## src/rtl/bslfsr_pkg.sv

```systemverilog
package bslfsr_pkg;

  // Fibonacci tap masks (bit k set = stage k+1 feeds the XOR) for primitive polynomials
  function automatic logic [31:0] tap_mask(input int width);
    case (width)
      3:       tap_mask = 32'h0000_0006;
      5:       tap_mask = 32'h0000_0014;
      7:       tap_mask = 32'h0000_0060;
      9:       tap_mask = 32'h0000_0110;
      11:      tap_mask = 32'h0000_0500;
      13:      tap_mask = 32'h0000_100D;
      15:      tap_mask = 32'h0000_6000;
      17:      tap_mask = 32'h0001_2000;
      default: tap_mask = 32'h0000_0060;
    endcase
  endfunction

endpackage

```

## src/rtl/bslfsr_core.sv

```systemverilog
module bslfsr_core #(
  parameter int WIDTH = 7,
  parameter logic [WIDTH-1:0] TAPS = WIDTH'(bslfsr_pkg::tap_mask(WIDTH)),
  parameter logic [WIDTH-1:0] DEFAULT_SEED = WIDTH'(1)
) (
  input  logic             clk,
  input  logic             rst,
  input  logic             en,
  input  logic             load,
  input  logic [WIDTH-1:0] seed,
  output logic [WIDTH-1:0] state
);

  logic             fb_bit;
  logic [WIDTH-1:0] seed_safe;

  assign fb_bit    = ^(state & TAPS);
  assign seed_safe = (seed == '0) ? DEFAULT_SEED : seed;

  always_ff @(posedge clk) begin
    if (rst)       state <= DEFAULT_SEED;
    else if (load) state <= seed_safe;
    else if (en)   state <= {state[WIDTH-2:0], fb_bit};
  end

  AST_NEVER_ZERO: assert property (@(posedge clk) disable iff (rst)
    state != '0);
  AST_STEP_RULE: assert property (@(posedge clk) disable iff (rst)
    (en && !load) |=> state == {$past(state[WIDTH-2:0]), $past(^(state & TAPS))});
  AST_SEED_TAKEN: assert property (@(posedge clk) disable iff (rst)
    (load && seed != '0) |=> state == $past(seed));
  AST_ZERO_SEED: assert property (@(posedge clk) disable iff (rst)
    (load && seed == '0) |=> state == DEFAULT_SEED);
  AST_HOLD: assert property (@(posedge clk) disable iff (rst)
    (!en && !load) |=> $stable(state));

endmodule

```

## src/rtl/bslfsr_pair_swap.sv

```systemverilog
module bslfsr_pair_swap #(
  parameter int WIDTH = 7
) (
  input  logic [WIDTH-1:0] raw,
  output logic [WIDTH-1:0] pat
);

  localparam int NPAIRS = (WIDTH - 1) / 2;

  logic sel;
  assign sel = raw[WIDTH-1];

  for (genvar p = 0; p < NPAIRS; p++) begin : g_pair
    assign pat[2*p]   = sel ? raw[2*p+1] : raw[2*p];
    assign pat[2*p+1] = sel ? raw[2*p]   : raw[2*p+1];
  end

  assign pat[WIDTH-1] = sel;

endmodule

```

## src/rtl/bslfsr_gen.sv

```systemverilog
module bslfsr_gen #(
  parameter int WIDTH = 7,
  parameter logic [WIDTH-1:0] TAPS = WIDTH'(bslfsr_pkg::tap_mask(WIDTH)),
  parameter logic [WIDTH-1:0] DEFAULT_SEED = WIDTH'(1)
) (
  input  logic             clk,
  input  logic             rst,
  input  logic             en,
  input  logic             seed_load,
  input  logic [WIDTH-1:0] seed_val,
  output logic [WIDTH-1:0] pattern,
  output logic [WIDTH-1:0] raw_state
);

  logic [WIDTH-1:0] state_w;

  bslfsr_core #(
    .WIDTH(WIDTH), .TAPS(TAPS), .DEFAULT_SEED(DEFAULT_SEED)
  ) core_i (
    .clk(clk), .rst(rst), .en(en), .load(seed_load), .seed(seed_val), .state(state_w)
  );

  bslfsr_pair_swap #(.WIDTH(WIDTH)) swap_i (
    .raw(state_w), .pat(pattern)
  );

  assign raw_state = state_w;

  AST_PASS_THROUGH: assert property (@(posedge clk) disable iff (rst)
    !raw_state[WIDTH-1] |-> pattern == raw_state);
  AST_SELECT_KEPT: assert property (@(posedge clk) disable iff (rst)
    pattern[WIDTH-1] == raw_state[WIDTH-1]);
  AST_SWAP_PAIR0: assert property (@(posedge clk) disable iff (rst)
    raw_state[WIDTH-1] |-> (pattern[0] == raw_state[1] && pattern[1] == raw_state[0]));
  AST_WEIGHT_KEPT: assert property (@(posedge clk) disable iff (rst)
    $countones(pattern) == $countones(raw_state));

endmodule

```

## config.mk

```make
export PLATFORM = sky130hd
export DESIGN_NAME = bslfsr_gen
export DESIGN_NICKNAME = d
export VERILOG_FILES = /design/src/rtl/bslfsr_pkg.sv /design/src/rtl/bslfsr_core.sv /design/src/rtl/bslfsr_pair_swap.sv /design/src/rtl/bslfsr_gen.sv
export SDC_FILE = /design/constraint.sdc
export NUM_CORES = 1
export LEC_CHECK = 0
export CORE_AREA = 2 2 39 41
export CTS_BUF_LIST = sky130_fd_sc_hd__clkbuf_2 sky130_fd_sc_hd__clkbuf_4 sky130_fd_sc_hd__clkbuf_8
export CTS_CLUSTER_SIZE = 20
export DETAILED_ROUTE_END_ITERATION = 10
export DIE_AREA = 0 0 41 43
export PLACE_DENSITY_LB_ADDON = 0.3
export SYNTH_ARGS = -nofsm -noshare
export SYNTH_HDL_FRONTEND = slang
export SYNTH_HIERARCHICAL = 1
export SYNTH_SLANG_ARGS = --single-unit
```

## constraint.sdc

```tcl
create_clock -name clk -period 1.2 [get_ports clk]
set_input_delay 0.12 -clock clk [delete_from_list [all_inputs] [get_ports clk]]
set_output_delay 0.12 -clock clk [all_outputs]
set_load 0.005 [all_outputs]
```

# == Word level (Yosys, flattened, before mapping) ==
# Index checks and enable logic that the tools add are counted.
# totals
register_bits,7
input_bits,11
output_inout_bits,14
wordCells,13
# op_classes
mux,9
reduce_logical,3
# ops
op,count
7-bit 2-to-1 mux,3
7-bit logical NOT,1
7-bit parity,1
1-bit 2-to-1 mux,6
2-bit nonzero test,1

# == Depth between registers and ports, before layout ==
# logic_depth
ltp_word,3
depth_mapped,4
depth_no_buf,3

# == By module ==
# Netlist, hierarchy kept.
# by_module_without_submodules
mod,n_inst,cells_each,area_each_um2,seq_area_each_um2
bslfsr_core,1,35,337.8,140.1
bslfsr_pair_swap,1,8,108.9,0.0

# == Worst setup path after synthesis ==
# OpenSTA, ideal clock, no wires.
# synth_timing
path_kind,register to output
from,register core_i.state[6]
to,output pattern[0]
arrival_time_ns,0.857
t_required_ns,1.080
slack_ns,0.223
path_stages_with_launch,3
path_buffers,1
path_cell_list,dfxtp_1 -> buf_6 -> mux2_4
# synth_between
elab_chain_cells,1
# synth_rtl
element,line,text
"start, declared",bslfsr_core.sv:11,output logic [WIDTH-1:0] state
"start signal, assigned",bslfsr_core.sv:22,else if (load) state <= seed_safe;
"start signal, assigned",bslfsr_core.sv:23,"else if (en) state <= {state[WIDTH-2:0], fb_bit};"
1-bit 2-to-1 mux,bslfsr_pair_swap.sv:14,assign pat[2*p] = sel ? raw[2*p+1] : raw[2*p];
"end, declared",bslfsr_gen.sv:11,"output logic [WIDTH-1:0] pattern,"
# Every way passes these cells.

# == Worst setup path after layout ==
# layout_timing
from,register core_i.state[6]
to,output pattern[3]
# layout_between
elab_chain_cells,1
# layout_rtl
element,line,text
1-bit 2-to-1 mux,bslfsr_pair_swap.sv:15,assign pat[2*p+1] = sel ? raw[2*p] : raw[2*p+1];
# Every way passes these cells.

==> results.yml <==
route:
  vias: 418
  drt_iter0_drc: 7
  drt_first_pass_iters: 3
  vias_per_cell: 4.49
  drt_wl_total_um: 939
  route.antenna.remaining_nets: 0
  drc: 0
  routedWlPerCell_um: 10.1
setup_path:
  end_kind: "output pin"
  crit_path_max_fanout: 4
  criticalPathCategory: "register to output pin"
  r2r_cells: 5
  required_ps: 1080
  path_cells: "buf_6 > mux2_4 > buf_6"
  cp_common_cell: "buf_6"
  critPathSlowestCell: "dfxtp_2"
  cp_data_arrival_time_ps: 1110
  startpoint_type: "register"
  slowest_delay_ps: 340
yosys:
  synth.avg_cell_area_um2: 10.4
  post_synth_num_cell_types: 13
  synthArstFlopShare_pct: 0
  syn_inst: 43
  synth_ff_type: "dfxtp_1"
  synthTopCellsByCount: "a211oi_1, dfxtp_1, nor2_1"
  syn-num-nets: 54
  ys_warn_count: 6
  syn-cell-area_um2: 447
  synth-edff-count: 0
  synth_top_cell_by_area: "dfxtp_1"
  synth_top_area_share_pct: 31.4
  synthTopCellsByArea: "dfxtp_1, mux2_4, mux2i_1, a211oi_1, nor2_1"
  seq_area_frac_synth_pct: 31.4
  ys_ff_latch: 7
floorplanning:
  die_y_um: 43
  die_w_um: 41
  die_area_um2: 1760
  coreArea_um2: 1380
  io-pin-count: 25
  initial_core_util_pct: 32.3
  core.rowCount: 14
placed_design:
  gp_congestion: 0.677
  dpl.cell_count: 87
  port_buffers: 24
  placed_cell_area_um2: 729
  pre_cts_ws_ps: -115
  hpwl_um: 726
sta:
  timing.final.crit_share_pct: 103
  finalSetupViolations: 6
  rsz0062_at_grt: "true"
  finalSetupTns_ps: -174
  fin_ws_ps: -33.4
  final_hold_viol_count: 0
  fmax_mhz: 811
  relSlewSlack_pct: 83.0
  fin_skew_ps: 1.06
  period_minus_slack_ps: 1230
  finalMaxSlewViolations: 0
  tightest_slew_ps: 253
clock_network:
  clock_latency_ps: 250
  cts_made_buffers: 3
  clk_pin_slew_worst_paths_ps: 50
  ctsLongestPathBuffers: 2
  cts_tree: "yes"
  cts.sinks: 7
  cts_root_buf: "clkbuf_4"
  htree_levels: 1
run:
  max-cap-violations: 0
power:
  swShare_pct: 24.1
  combinationalPowerShare_pct: 33.6
  pwr-share-clk_pct: 30.6
  switchingPower_uw: 182
  leakage_nw: 0.370
  power.internal_uw: 574
  seqPwrFrac_pct: 35.8
  vdd_drop_max_mv: 0.466
  power.density_nw_per_um2: 968
worst_hold_path:
  hp-class: "primary input to register"
  min_path_cells: 3
outcome:
  violations: "negative setup slack"
  status: "finished, violations left"
cells_and_area:
  regMostFlops: "core_i/state"
  largestRegisters: "core_i/state: 7 flops"
  area_growth_pct: 75.1
  final_cells: 93
  fin_util_pct: 56.5
  antenna_cells: 0
  seq_area_um2: 149
  multiInputGateArea_um2: 265
  fin_area_um2: 782
  drive_gt1_share_pct: 44.2
  largest_register_ffs: 7
  layout.nets: 89
  n_fill_cell: 136
grt:
  grt_pass1_wl_mm: 1.56
  grt-ovfl-total: 0
  antenna_found_initial: 0
  grt_pass1_vias: 376
  grt_start_max_net_pins: 15
  grt.total_usage_pct: 13.4
-- cells in the final DEF, fill, tap and decap left out --
| cell | netlist | final |
|---|---|---|
| mux2_4 | 6 | 6 |
| buf_6 | 2 | 7 |
| buf_4 | 2 | 8 |
| a211oi_1 | 7 | 7 |
| o21bai_1 | 1 | 1 |
| nor2_1 | 7 | 7 |
| dfxtp_2 | 0 | 7 |
| clkbuf_2 | 0 | 1 |
| a31o_1 | 1 | 1 |
| mux2i_1 | 6 | 6 |
| nor3_1 | 1 | 1 |
| inv_2 | 1 | 1 |
| dlygate4sd2_1 | 0 | 8 |
| clkbuf_4 | 0 | 4 |
| xnor2_1 | 1 | 1 |
| clkdlybuf4s50_1 | 0 | 10 |
| nor4_1 | 1 | 1 |
-- power by group through the flow --
stage / clock [mW] / combinational, mW / sequential [mW]
finish: 0.232 / 0.254 / 0.271
global route: 0.261 / 0.276 / 0.273
CTS: 0.245 / 0.253 / 0.270
detailed placement: 0 / 0.255 / 0.272
global placement: 0 / 0.255 / 0.271
floorplan: 0 / 0.107 / 0.277
-- cell families after synthesis --
logic type             Yosys count  synth area share, %
AO/OA/AOI/OAI                    9                 15.4
AND/OR/NAND/NOR                  9                 8.40
XOR/XNOR                         1                 1.96
buffers and inverters            5                 9.24
flip-flops                       7                 31.4
multiplexers                    12                 33.6
-- routing by layer --
metal	global-route usage [%]	vias up	part of all wire (%)
li1	-	227	-
met1	18.4	175	46
met2	16.3	14	48
met3	1.57	2	4.7
met4	14.0	0	1.8
met5	0	-	0
-- per-stage QoR --
stage,hold WS [ps],power (mW)
after floorplan,193,0.384
after global placement,630,0.526
after detailed placement,619,0.527
after CTS,464,0.768
after global routing,511,0.810
final,472,0.757
-- worst paths after layout --
kind                                      start               to  slack (ps)
worst min register to register  core_i/state[0]  core_i/state[1]         610
worst max register to register  core_i/state[6]  core_i/state[0]         100
worst min-delay path                seed_val[3]  core_i/state[3]         470
worst max-delay path            core_i/state[6]       pattern[3]         -30
-- layout make-up --
class / instances / share of cell area (%)
well taps: 16 / 2.56
flip-flops and latches: 7 / 19.0
repair buffers: 34 / 40.2
multi-input cells: 31 / 33.9
clock buffers: 4 / 3.84
inverters: 1 / 0.480
-- critical path: cells and delay by family, from the launching register on --
| family | cells | cell delay [ps] |
|---|---|---|
| flip-flops | 1 | 340 |
| multiplexers | 1 | 300 |
| buffers and inverters | 2 | 230 |
-- repair_timing --
item                       CTS  global route
pin swaps                    0             1
setup endpoints to repair   14             7
gates resized for setup     43             2
hold buffers                 0             0
gates cloned                 0             0
buffers inserted             2             0
Note: power is estimated with default switching activity, not from simulation.
